File: src/rtl/bus_mode_ctrl.sv
module bus_mode_ctrl #(
  parameter int WDOG_LIMIT = 128,
  parameter logic [3:0] DEV_CODE = 4'b1010
) (
  input  logic       clk,
  input  logic       rst_n,
  input  logic       scl,
  input  logic       sda,
  input  logic       vclk,
  input  logic       stop_seen,
  input  logic       addr_phase,
  input  logic       ack_given,
  input  logic [3:0] addr_hi,
  output logic [1:0] mode,
  output logic       restart
);
  localparam int CNT_W = $clog2(WDOG_LIMIT) + 1;
  localparam logic [1:0] ST_STREAM = 2'b00;
  localparam logic [1:0] ST_TRANS  = 2'b01;
  localparam logic [1:0] ST_LOCK   = 2'b10;
  localparam logic [CNT_W-1:0] TERM = CNT_W'(WDOG_LIMIT);

  logic             scl_q, vclk_q;
  logic [CNT_W-1:0] cnt, cnt_inc;
  logic [1:0]       mode_nx;
  logic [CNT_W-1:0] cnt_nx;
  logic             restart_nx;

  wire scl_fall  = scl_q & ~scl;
  wire vclk_rise = ~vclk_q & vclk;
  wire lock_hit  = ack_given && (addr_hi == DEV_CODE);
  wire stop_addr = stop_seen && addr_phase;
  assign cnt_inc = cnt + 1'b1;

  always_comb begin
    mode_nx    = mode;
    cnt_nx     = '0;
    restart_nx = 1'b0;
    case (mode)
      ST_STREAM: if (scl_fall && sda) mode_nx = ST_TRANS;
      ST_TRANS: begin
        if (lock_hit) begin
          mode_nx = ST_LOCK;
        end else if (stop_addr) begin
          mode_nx    = ST_STREAM;
          restart_nx = 1'b1;
        end else if (scl_fall) begin
          cnt_nx = '0;
        end else if (vclk_rise) begin
          if (cnt_inc == TERM) begin
            mode_nx    = ST_STREAM;
            restart_nx = 1'b1;
          end else begin
            cnt_nx = cnt_inc;
          end
        end else begin
          cnt_nx = cnt;
        end
      end
      default: mode_nx = ST_LOCK;
    endcase
  end

  always_ff @(posedge clk or negedge rst_n) begin
    if (!rst_n) begin
      scl_q   <= 1'b1;
      vclk_q  <= 1'b0;
      mode    <= ST_STREAM;
      cnt     <= '0;
      restart <= 1'b0;
    end else begin
      scl_q   <= scl;
      vclk_q  <= vclk;
      mode    <= mode_nx;
      cnt     <= cnt_nx;
      restart <= restart_nx;
    end
  end
endmodule

File: config.mk
export PLATFORM = sky130hd
export DESIGN_NAME = bus_mode_ctrl
export DESIGN_NICKNAME = d
export VERILOG_FILES = /design/src/rtl/bus_mode_ctrl.sv
export SDC_FILE = /design/constraint.sdc
export NUM_CORES = 1
export LEC_CHECK = 0
export BUFFER_PORTS_ARGS = -buffer_cell sky130_fd_sc_hd__buf_2
export CORE_MARGIN = 1.5
export CORE_UTILIZATION = 45
export DETAILED_ROUTE_END_ITERATION = 7
export GPL_TIMING_DRIVEN = 0
export PLACE_DENSITY = 0.72
export SLEW_MARGIN = 30
export SYNTH_ARGS = -nofsm -noshare
export SYNTH_HDL_FRONTEND = slang
export SYNTH_SLANG_ARGS = --single-unit
export TNS_END_PERCENT = 10
File: constraint.sdc
create_clock -name clk -period 1.95 [get_ports clk]
set_input_delay 0.195 -clock clk [delete_from_list [all_inputs] [get_ports clk]]
set_output_delay 0.195 -clock clk [all_outputs]
set_load 0.02 [all_outputs]
; ---- Yosys cells after proc, flatten, opt, wreduce, memory -nomap -nowiden
; Index checks and enable logic that the tools add are counted.
[totals]
register_bits = 13
out_inout_bits = 3
latchBits = 0
mem_bits_ro = 0
ram_bits = 0
n_memories = 0
[op_classes]
magnitude_cmp = 0
reduce_logical = 5
n_mul = 0
div_mod_pow = 0
addsub = 1
n_eq_ne = 8
mux = 19
n_bitwise = 4
shift = 0
[ops]
columns = op, n
row1 = two-way mux 8 bit, 6
row2 = two-way mux 2 bit, 6
row3 = inequality test 4 bit (second input constant), 3
row4 = adder 8 x 1 -> 8 bit (second input constant), 1
row5 = equality test 8 bit (second input constant), 1
row6 = two-way mux 1 bit, 6
row7 = inequality test 5 bit (second input constant), 1
row8 = equality test 4 bit (second input constant), 1
row9 = one-hot mux 2 bit (2 select lines), 1
row10 = AND reduction 4 bit, 1
row11 = logical AND 1 bit, 3
row12 = bitwise AND 1 bit, 2
row13 = equality test 2 x 1 -> 1 bit (second input constant), 1
row14 = logical NOT 2 bit, 1
row15 = inequality test 2 bit (second input constant), 1
row16 = NOT 1 bit, 2

; ---- Depth between registers and ports, before layout
; Gate-level depths: netlist of the first run.
[depth]
depth_word = 8
depth_mapped = 5
mapped_depth_nobuf = 5

; ---- Worst setup path after synthesis of the first run
; OpenSTA, ideal clock, no wires.
[synth_timing]
path_type = flip-flop to flip-flop
start = reg cnt[6]
end = reg restart
stages_incl_launch_ff = 5
arrival_ps = 1401
period_less_slack_ps = 1512
setup_time_ps = 111
n_path_buf = 0
path_slack_ps = 438
required_time_ps = 1839
path_cell_list = dfrtp_1 -> or3b_4 -> nor3_4 -> o21ai_2 -> a2111oi_2
[synth_via]
elab_chain_cells = 8
[synth_rtl]
columns = element, line
row1 = "start, declared", 24  ; logic [CNT_W-1:0] cnt, cnt_inc;
row2 = "start signal, assigned", 75  ; cnt <= cnt_nx;
row3 = adder 8 x 1 -> 8 bit, 33  ; assign cnt_inc = cnt + 1'b1;
row4 = equality test 8 bit, 50  ; if (cnt_inc == TERM) begin
row5 = two-way mux 1 bit, 50
row6 = two-way mux 1 bit, 49  ; end else if (vclk_rise) begin
row7 = two-way mux 1 bit, 47  ; end else if (scl_fall) begin
row8 = two-way mux 1 bit, 44  ; end else if (stop_addr) begin
row9 = two-way mux 1 bit, 42  ; if (lock_hit) begin
row10 = two-way mux 1 bit, 39  ; case (mode)
row11 = named net restart_nx, 27  ; logic restart_nx;
row12 = "end signal, assigned", 76  ; restart <= restart_nx;
row13 = "end, declared", 15  ; output logic restart
; The timed path passes the listed nets, and every way through them passes these cells.
; A chain may end at the register's enable or synchronous reset.

; ---- Worst setup path after layout of the first run
[layout_timing]
start = reg cnt[0]
end = reg restart
; Same word-level chain as after synthesis.

==> metrics.txt, run 1 <==
Netlist Area Pre-Place=708 um2; syn nets=80; DRC violations left=0; WS Path Type=flop to flop; r2r setup slk=0.25 ns; clock tree buffer depth=2; WP data arrival=1.86 ns; die area=1820 um2; maximum vdd drop=0.000497 V; via count=543; Slew Viols, Final=0; H-tree lvl count=1; Slowest-stage cell, CP=dfrtp_1; FP Rows=14; final setup TNS=0 ns; CP Max Fanout=6; worst r2r dst=restart; fin area=835 um2; Yosys cell types=32; wire length per cell=12.1 um; Synth area leader=dfrtp_1; Relative slew margins=0.768; cell with the most instances after synthesis=dfrtp_1; Leak=0.379 nW; Skew-Pair Late Insertion Delay=0.28 ns; met2 Use GR=0.230; status=finished, final reports clean; Fmax achieved=0.588 GHz; CP Cell Sequence=ha_1 > and4b_1 > and2b_1 > o21ai_2 > a2111oi_2; Worst setup SP type=flop; largest net degree at the start of global routing=14; Tcrit/Tclk final=0.872; vias in the first global route=472; MaxCap Viol Count=0; Synth Area per Inst=10.6 um2; cell family contributing the most delay on the critical path=flip-flops; Area contributors post-synth=dfrtp_1 42%, xor2_1 4.9%, nand2_1 4.2%; port bufs=14; worst hold start=scl; Die W=42.7 um; Layout Area Growth over Synthesis=17.8%; Cells after Synth=67; Hold Path Sink=scl_q; register area=327 um2; largest family of logic cells by synthesized area=simple AND/OR/NAND/NOR gates; DRT Pass-1 Iters=4; GR peak layer=met2; GRT Resource Usage Total=0.151; Post-synth top cells=12 x dfrtp_1, 8 x nand2_1, 7 x nor2_1, 4 x xor2_1; worst hold path depth=1; 1st-iter DRT viols=8; Worst R2R Start=cnt[0]; Max Clock Skew=0.00397 ns; post-place instance area=798 um2; final setup fails=0; minimum clock period=1.70 ns; FF-to-FF path depth=5; Post-CTS Resized=0; gpl congestion=0.689; multi-input combinational cell area=369 um2; Worst setup EP type=flop; clock sink total=13; Synth Area in Simple Gates=0.292; Num CTS Buffers=3; ys async rst share=1.00; warnings from Yosys=0; Clock transition at path regs=0.08 ns; Synth top area share=0.424; met3 Use GR=0.0383; WP data required=2.11 ns; WL final=1230 um; Fin. Hold Viols=0; peak per-stage delay on the critical path=0.47 ns; worst hold path type=input port to flop; initial antenna violation count=0; WP buf/inv=0; nets=100; adder-cell share of the synthesized area=0.0177; power density over cell area=676 nW/um2; Initial Util=0.476; Die H=42.7 um; flops & latches, synth=13; CTS Root Cell=clkbuf_4; Via-to-Cell Ratio=5.32; CTS tree=done; number of flops mapped to enable cells by yosys=0; ant diodes=0; post-synthesis compound-gate area fraction=0.138; sequential area share after synthesis=0.461; grt ovf=0; filler instances=125; I/O pin cnt=15; first-pass GRT wire length=2040 um; Most used DFF post-synth=dfrtp_1; post-route ant nets=0; Worst-Margin Slew=0.348 ns; RSZ-0062 raised after global routing=no; XOR/XNOR share of the synthesized area=0.0742; GR Util met1=0.196; layout cell share with drive strength beyond 1=0.291; CORE AREA=1490 um2; post-synthesis mux area share=0
## through the flow
stage	power, mW	setup WS, ns	hold slack (ns)	utilization	std cells
floorplan	0.359	0.438	-0.101	-	67
global placement	0.394	0.313	0.0933	0.536	97
detailed placement	0.398	0.275	0.101	0.536	97
CTS	0.567	0.245	0.0211	0.561	102
global route	0.587	0.143	0.0191	0.561	102
finish	0.564	0.250	0.0193	0.561	102
## what timing repair did
| action | in CTS | in global routing |
|---|---|---|
| buffers inserted | 0 | 0 |
| hold endpoints to repair | 12 | 0 |
| hold buffers | 1 | 0 |
## report_power, final
part	switching, mW	internal, mW
combinational	0.0520	0.0389
clock	0.0921	0.0794
sequential	0.0164	0.285
## state kept, by name (all words and copies together), names as in the netlist
name and flops:
restart 1, scl_q 1, vclk_q 1, mode 2, cnt 8
## metal layers
layer  share of wire  wire [um]  vias to the layer above
li1                -          -                      275
met2            0.48        598                        7
met3           0.027         33                        4
met1            0.47        581                      257
met5               0          0                        -
met4           0.015         19                        0
## cell type report
cell class / count / area share
plain buffers: 2 / 0.0105
well taps: 16 / 0.0240
flip-flops and latches: 13 / 0.391
inverters: 1 / 0.00450
repair buffers: 15 / 0.0960
multi-input cells: 51 / 0.442
clock buffers: 4 / 0.0315
## logic make-up after synthesis
kind of cell / count (synthesis)
AO/OA/AOI/OAI: 11
XOR/XNOR: 6
flip-flops: 13
AND/OR/NAND/NOR: 33
buffers and inverters: 3
adder cells (fa/ha/maj): 1
## cell usage in the layout (no fill, tap or decap)
cell,n
o21ai_2,1
and4b_1,1
clkbuf_4,3
nand4b_1,1
nand3b_1,1
dlygate4sd3_1,1
a211o_1,1
buf_2,14
a2111oi_2,1
clkbuf_2,1
o22ai_2,1
nor2b_1,3
nor3b_1,1
o21ai_0,1
ha_1,1
inv_1,1
o311a_1,1
a21oi_1,2
nand2b_1,3
a32o_1,1
nor3_1,2
xor2_1,4
nand2_1,8
clkbuf_1,2
xnor2_1,2
nor2_1,7
and2b_1,1
nand4_1,2
nand4_4,1
a21o_1,1
nor3_4,1
dfrtp_1,12
or3b_4,1
a311o_1,1
dfstp_2,1
## worst max path at each step
stage                     slack, ns  depth (start not counted)   start       to
after floorplan                0.44                          4  cnt[6]  restart
after global placement         0.31                          5  cnt[0]  restart
after detailed placement       0.28                          5  cnt[0]  restart
after CTS                      0.25                          5  cnt[0]  restart
after global routing           0.14                          5  cnt[0]  restart
final                          0.25                          5  cnt[0]  restart
Note: power is estimated with default switching activity, not from simulation.
==> run 2, diff against run 1 <==
--- a/config.mk
+++ b/config.mk
@@ -7,10 +7,10 @@
 export LEC_CHECK = 0
 export BUFFER_PORTS_ARGS = -buffer_cell sky130_fd_sc_hd__buf_2
 export CORE_MARGIN = 1.5
-export CORE_UTILIZATION = 45
+export CORE_UTILIZATION = 51
 export DETAILED_ROUTE_END_ITERATION = 7
 export GPL_TIMING_DRIVEN = 0
-export PLACE_DENSITY = 0.72
+export PLACE_DENSITY = 0.79
 export SLEW_MARGIN = 30
 export SYNTH_ARGS = -nofsm -noshare
 export SYNTH_HDL_FRONTEND = slang
==> run 2 against run 1 <==
Maximum frequency increased by 1.3%; flip-flop and latch count unchanged; worst setup slack improved by 0.022 ns; sequential share of layout area increased by 0.059 points; critical endpoint unchanged; largest cell class unchanged; highest routed layer unchanged.
==> metrics.txt, run 2 (synthesis results as in run 1) <==
Fmax achieved=0.596 GHz; Max Clock Skew=0.000550 ns; Skew-Pair Late Insertion Delay=0.27 ns; Die W=40.3 um; WL final=1210 um; Worst-Margin Slew=0.364 ns; WP data required=2.11 ns; power density over cell area=666 nW/um2; Layout Area Growth over Synthesis=17.7%; worst hold path type=input port to flop; MaxCap Viol Count=0; CTS tree=done; I/O pin cnt=15; WP data arrival=1.84 ns; Slowest-stage cell, CP=dfrtp_1; Relative slew margins=0.757; Largest register FFs=8; Fin. Hold Viols=0; Slew Viols, Final=0; Num CTS Buffers=3; register name with the most flops=cnt; WS Path Type=flop to flop; Tcrit/Tclk final=0.861; hold_ws=0.0291 ns; vias in the first global route=464; Leak=0.379 nW; CTS Root Cell=clkbuf_4; DRT Pass-1 Iters=2; fin area=833 um2; r2r setup slk=0.27 ns; Hold Path Sink=scl_q; Worst R2R Start=cnt[0]; clock tree buffer depth=2; minimum clock period=1.68 ns; Post-CTS Resized=0; biggest registers after layout=cnt: 8 flops, mode: 2 flops; combinational share of power=0.161; maximum vdd drop=0.000609 V; post-place instance area=797 um2; CP Max Fanout=6; hpwl dp=881 um; die area=1620 um2; Worst setup SP type=flop; first-pass GRT wire length=1850 um; post-route ant nets=0; clock sink total=13; worst hold start=scl; via count=528; wire length per cell=12.0 um; Via-to-Cell Ratio=5.23; Reg power frac=0.542; final setup fails=0; commonest non-fill, non-tap cell in the layout=buf_2; Sw Pwr=0.152 mW; nets=100; largest net degree at the start of global routing=14; worst r2r dst=restart; FP Rows=13; Util after Layout=0.640; status=finished, final reports clean; Pint=0.403 mW; CP Cell Sequence=ha_1 > and4b_1 > and2b_1 > o21ai_2 > a2111oi_2; grt ovf=0; Clk pwr share=0.296; layout cell share with drive strength beyond 1=0.291; Worst setup EP type=flop; RSZ-0062 raised after global routing=no; Clock transition at path regs=0.08 ns; peak per-stage delay on the critical path=0.48 ns; H-tree lvl count=1; GRT Resource Usage Total=0.175; worst hold path depth=1; Die H=40.3 um; ant diodes=0; FF-to-FF path depth=5; DRC violations left=0; gpl congestion=0.826; port bufs=14; final setup TNS=0 ns; most frequent cells in the layout=14 x buf_2, 12 x dfrtp_1, 8 x nand2_1; Initial Util=0.544; sw frac=0.274; 1st-iter DRT viols=8; CORE AREA=1300 um2; initial antenna violation count=0
[run 2: cell type report]
type	count	area (um2)
plain buffers	2	8.76
clock buffers	4	26.3
fillers	109	468
inverters	1	3.75
multi-input cells	51	369
flip-flops and latches	13	327
well taps	15	18.8
repair buffers	15	80.1
[run 2: timing repair]
item | CTS | global route
hold buffers | 1 | 0
setup buffers | 0 | 0
endpoints found under the hold margin | 12 | 0
setup endpoints to repair | 0 | 0
[run 2: worst max-delay path: cells and delay by family, from the launching register on]
| family | cells | cell delay [ns] |
|---|---|---|
| flops | 1 | 0.48 |
| compound gates | 2 | 0.43 |
| simple gates | 2 | 0.43 |
| fa+ha+maj | 1 | 0.23 |
[run 2: per-layer routing]
metal  wire length (um)  part of all wire  track usage  up-vias
met3                 31             0.026       0.0500        2
li1                   -                 -            -      275
met4                 11            0.0091       0.0750        0
met5                  0                 0            0        -
met1                606              0.50        0.208      244
met2                563              0.46        0.294        7
[run 2: metrics by stage]
stage	instances	setup WS (ns)	total power, mW
floorplan	67	0.438	0.359
global placement	96	0.315	0.394
detailed placement	96	0.310	0.396
CTS	101	0.290	0.561
global route	101	0.184	0.581
finish	101	0.272	0.555
[run 2: worst max path at each step]
stage / startpoint / to / slack [ns] / depth (start not counted)
finish: cnt[0] / restart / 0.27 / 5
global route: cnt[0] / restart / 0.18 / 5
CTS: cnt[0] / restart / 0.29 / 5
detailed placement: cnt[0] / restart / 0.31 / 5
global placement: cnt[0] / restart / 0.31 / 5
floorplan: cnt[6] / restart / 0.44 / 4
[run 2: power by group through the flow]
| stage | Combinational, mW | Sequential (mW) | Clock, mW |
|---|---|---|---|
| after floorplan | 0.0373 | 0.321 | 0 |
| after global placement | 0.0871 | 0.307 | 0 |
| after detailed placement | 0.0890 | 0.307 | 0 |
| after CTS | 0.0906 | 0.302 | 0.168 |
| after global routing | 0.100 | 0.303 | 0.177 |
| final | 0.0896 | 0.301 | 0.164 |
==> run 3, diff against run 2 <==
--- a/config.mk
+++ b/config.mk
@@ -6,11 +6,13 @@
 export NUM_CORES = 1
 export LEC_CHECK = 0
 export BUFFER_PORTS_ARGS = -buffer_cell sky130_fd_sc_hd__buf_2
+export CELL_PAD_IN_SITES_DETAIL_PLACEMENT = 1
+export CELL_PAD_IN_SITES_GLOBAL_PLACEMENT = 1
 export CORE_MARGIN = 1.5
-export CORE_UTILIZATION = 51
+export CORE_UTILIZATION = 39
 export DETAILED_ROUTE_END_ITERATION = 7
 export GPL_TIMING_DRIVEN = 0
-export PLACE_DENSITY = 0.79
+export PLACE_DENSITY = 0.78
 export SLEW_MARGIN = 30
 export SYNTH_ARGS = -nofsm -noshare
 export SYNTH_HDL_FRONTEND = slang
==> constraint.sdc (replaced) <==
create_clock -name clk -period 1.9 [get_ports clk]
set_input_delay 0.19 -clock clk [delete_from_list [all_inputs] [get_ports clk]]
set_output_delay 0.19 -clock clk [all_outputs]
set_load 0.02 [all_outputs]
==> run 3 against run 2 <==
Sequential power grew 3%; clock-buffer cell count shrank 1; wire length grew 28%; register-to-register slack lost 0.06 ns; power grew 3.4%; utilization shrank 14 points; via count grew 7.2%; first-iteration DRC count grew 25%; worst setup slack lost 0.064 ns; critical path depth is the same; non-clock buffer count grew 1; highest routed layer unchanged.
==> metrics.txt, run 3 (synthesis results as in run 1) <==
minimum clock period=1.69 ns; Skew-Pair Late Insertion Delay=0.27 ns; Clock transition at path regs=0.08 ns; largest net degree at the start of global routing=14; I/O pin cnt=15; Tcrit/Tclk final=0.891; maximum vdd drop=0.000440 V; crit path capture=restart; gpl congestion=0.725; Worst setup EP type=flop; Layout Area Growth over Synthesis=21.0%; peak per-stage delay on the critical path=0.49 ns; WP data required=2.06 ns; CORE AREA=1710 um2; Largest register FFs=8; commonest non-fill, non-tap cell in the layout=buf_2; power density over cell area=670 nW/um2; Initial Util=0.415; via count=566; r2r setup slk=0.21 ns; register name with the most flops=cnt; worst r2r dst=restart; ant diodes=0; Die H=45.6 um; CP Cell Sequence=ha_1 > and4b_1 > and2b_1 > o21ai_2 > a2111oi_2; status=finished, final reports clean; Die W=45.6 um; WL final=1550 um; nets=101; WP data arrival=1.86 ns; Worst setup SP type=flop; Worst-Margin Slew=0.369 ns; CTS Root Cell=clkbuf_4; Max Clock Skew=0.000973 ns; H-tree lvl count=1; CP Max Fanout=6; Fmax achieved=0.591 GHz; Post-CTS Setup Bufs=0; placed cell count=106; Worst Setup SP=cnt[0]; wire length per cell=13.8 um; post-route setup slack=0.208 ns; DRC violations left=0; Slowest-stage cell, CP=dfrtp_1; layout cell share with drive strength beyond 1=0.299; Num CTS Buffers=3; final setup TNS=0 ns; FP Rows=15; Layout Cells excl Fill=112; final setup fails=0; vias in the first global route=571; Relative slew margins=0.754; post-place setup slack=0.213 ns; port bufs=14; worst hold path type=input port to flop; Via-to-Cell Ratio=5.05; die area=2080 um2; clock tree buffer depth=2; biggest registers after layout=cnt: 8 flops, mode: 2 flops; WS Path Type=flop to flop; CTS tree=done; RSZ-0062 raised after global routing=no; Slew Viols, Final=0; MaxCap Viol Count=0; Fin. Hold Viols=0; post-route ant nets=0; DRT Pass-1 Iters=4; hpwl dp=1160 um; FF-to-FF path depth=5; initial antenna violation count=0; Util after Layout=0.502; GRT Resource Usage Total=0.183; most frequent cells in the layout=14 x buf_2, 12 x dfrtp_1, 8 x nand2_1; clock sink total=13; 1st-iter DRT viols=10; Worst R2R Start=cnt[0]; first-pass GRT wire length=2540 um; Leak=0.386 nW; grt ovf=0
==> run 3: worst min path at each step <==
stage,from,endpoint,cells past startpoint
global placement,rst_n,cnt[5],1
CTS,scl,scl_q,1
floorplan,rst_n,cnt[0],0
finish,vclk,vclk_q,1
global route,vclk,vclk_q,1
detailed placement,rst_n,cnt[5],1
==> run 3: worst max-delay path, delay by kind of cell, from the launching register on <==
kind,cells,cell delay (ns)
DFF,1,0.49
adders and majority gates,1,0.24
AOI/OAI and AO/OA,2,0.42
and+or+nand+nor,2,0.42
==> run 3: where the power goes <==
part | internal, mW | switching, mW | leakage [nW]
clock network | 0.0780 | 0.0897 | 0.0177
registers | 0.293 | 0.0177 | 0.174
logic | 0.0414 | 0.0548 | 0.194
total | 0.412 | 0.162 | 0.386
==> run 3: stage by stage <==
step | area (um2) | hold WS [ns] | power, mW
2_1_floorplan | 708 | -0.106 | 0.368
3_3_place_gp | 810 | 0.0944 | 0.406
3_5_place_dp | 810 | 0.0912 | 0.411
4_1_cts | 847 | 0.00655 | 0.581
5_1_grt | 857 | 0.0597 | 0.616
6_report | 857 | 0.0652 | 0.574
==> run 3: layer usage <==
layer  wire length [um]  up-vias  global-route usage
met2                781       13               0.290
met3                 68        2              0.0833
met5                  0        -                   0
met4                 21        0              0.0706
li1                   -      279                   -
met1                679      272               0.213
==> run 3: layout make-up <==
type	count	area, um2
Buffer	2	8.76
Clock inverter	1	5.00
Clock buffer	3	22.5
Multi-Input combinational cell	51	369
Sequential cell	13	327
Timing Repair Buffer	16	90.1
Tap cell	25	31.3
Inverter	1	3.75
Fill cell	198	851
==> run 3: repair_timing <==
item	in CTS	in global routing
endpoints found under the hold margin	12	1
hold buffers	1	1
gates resized for setup	0	0
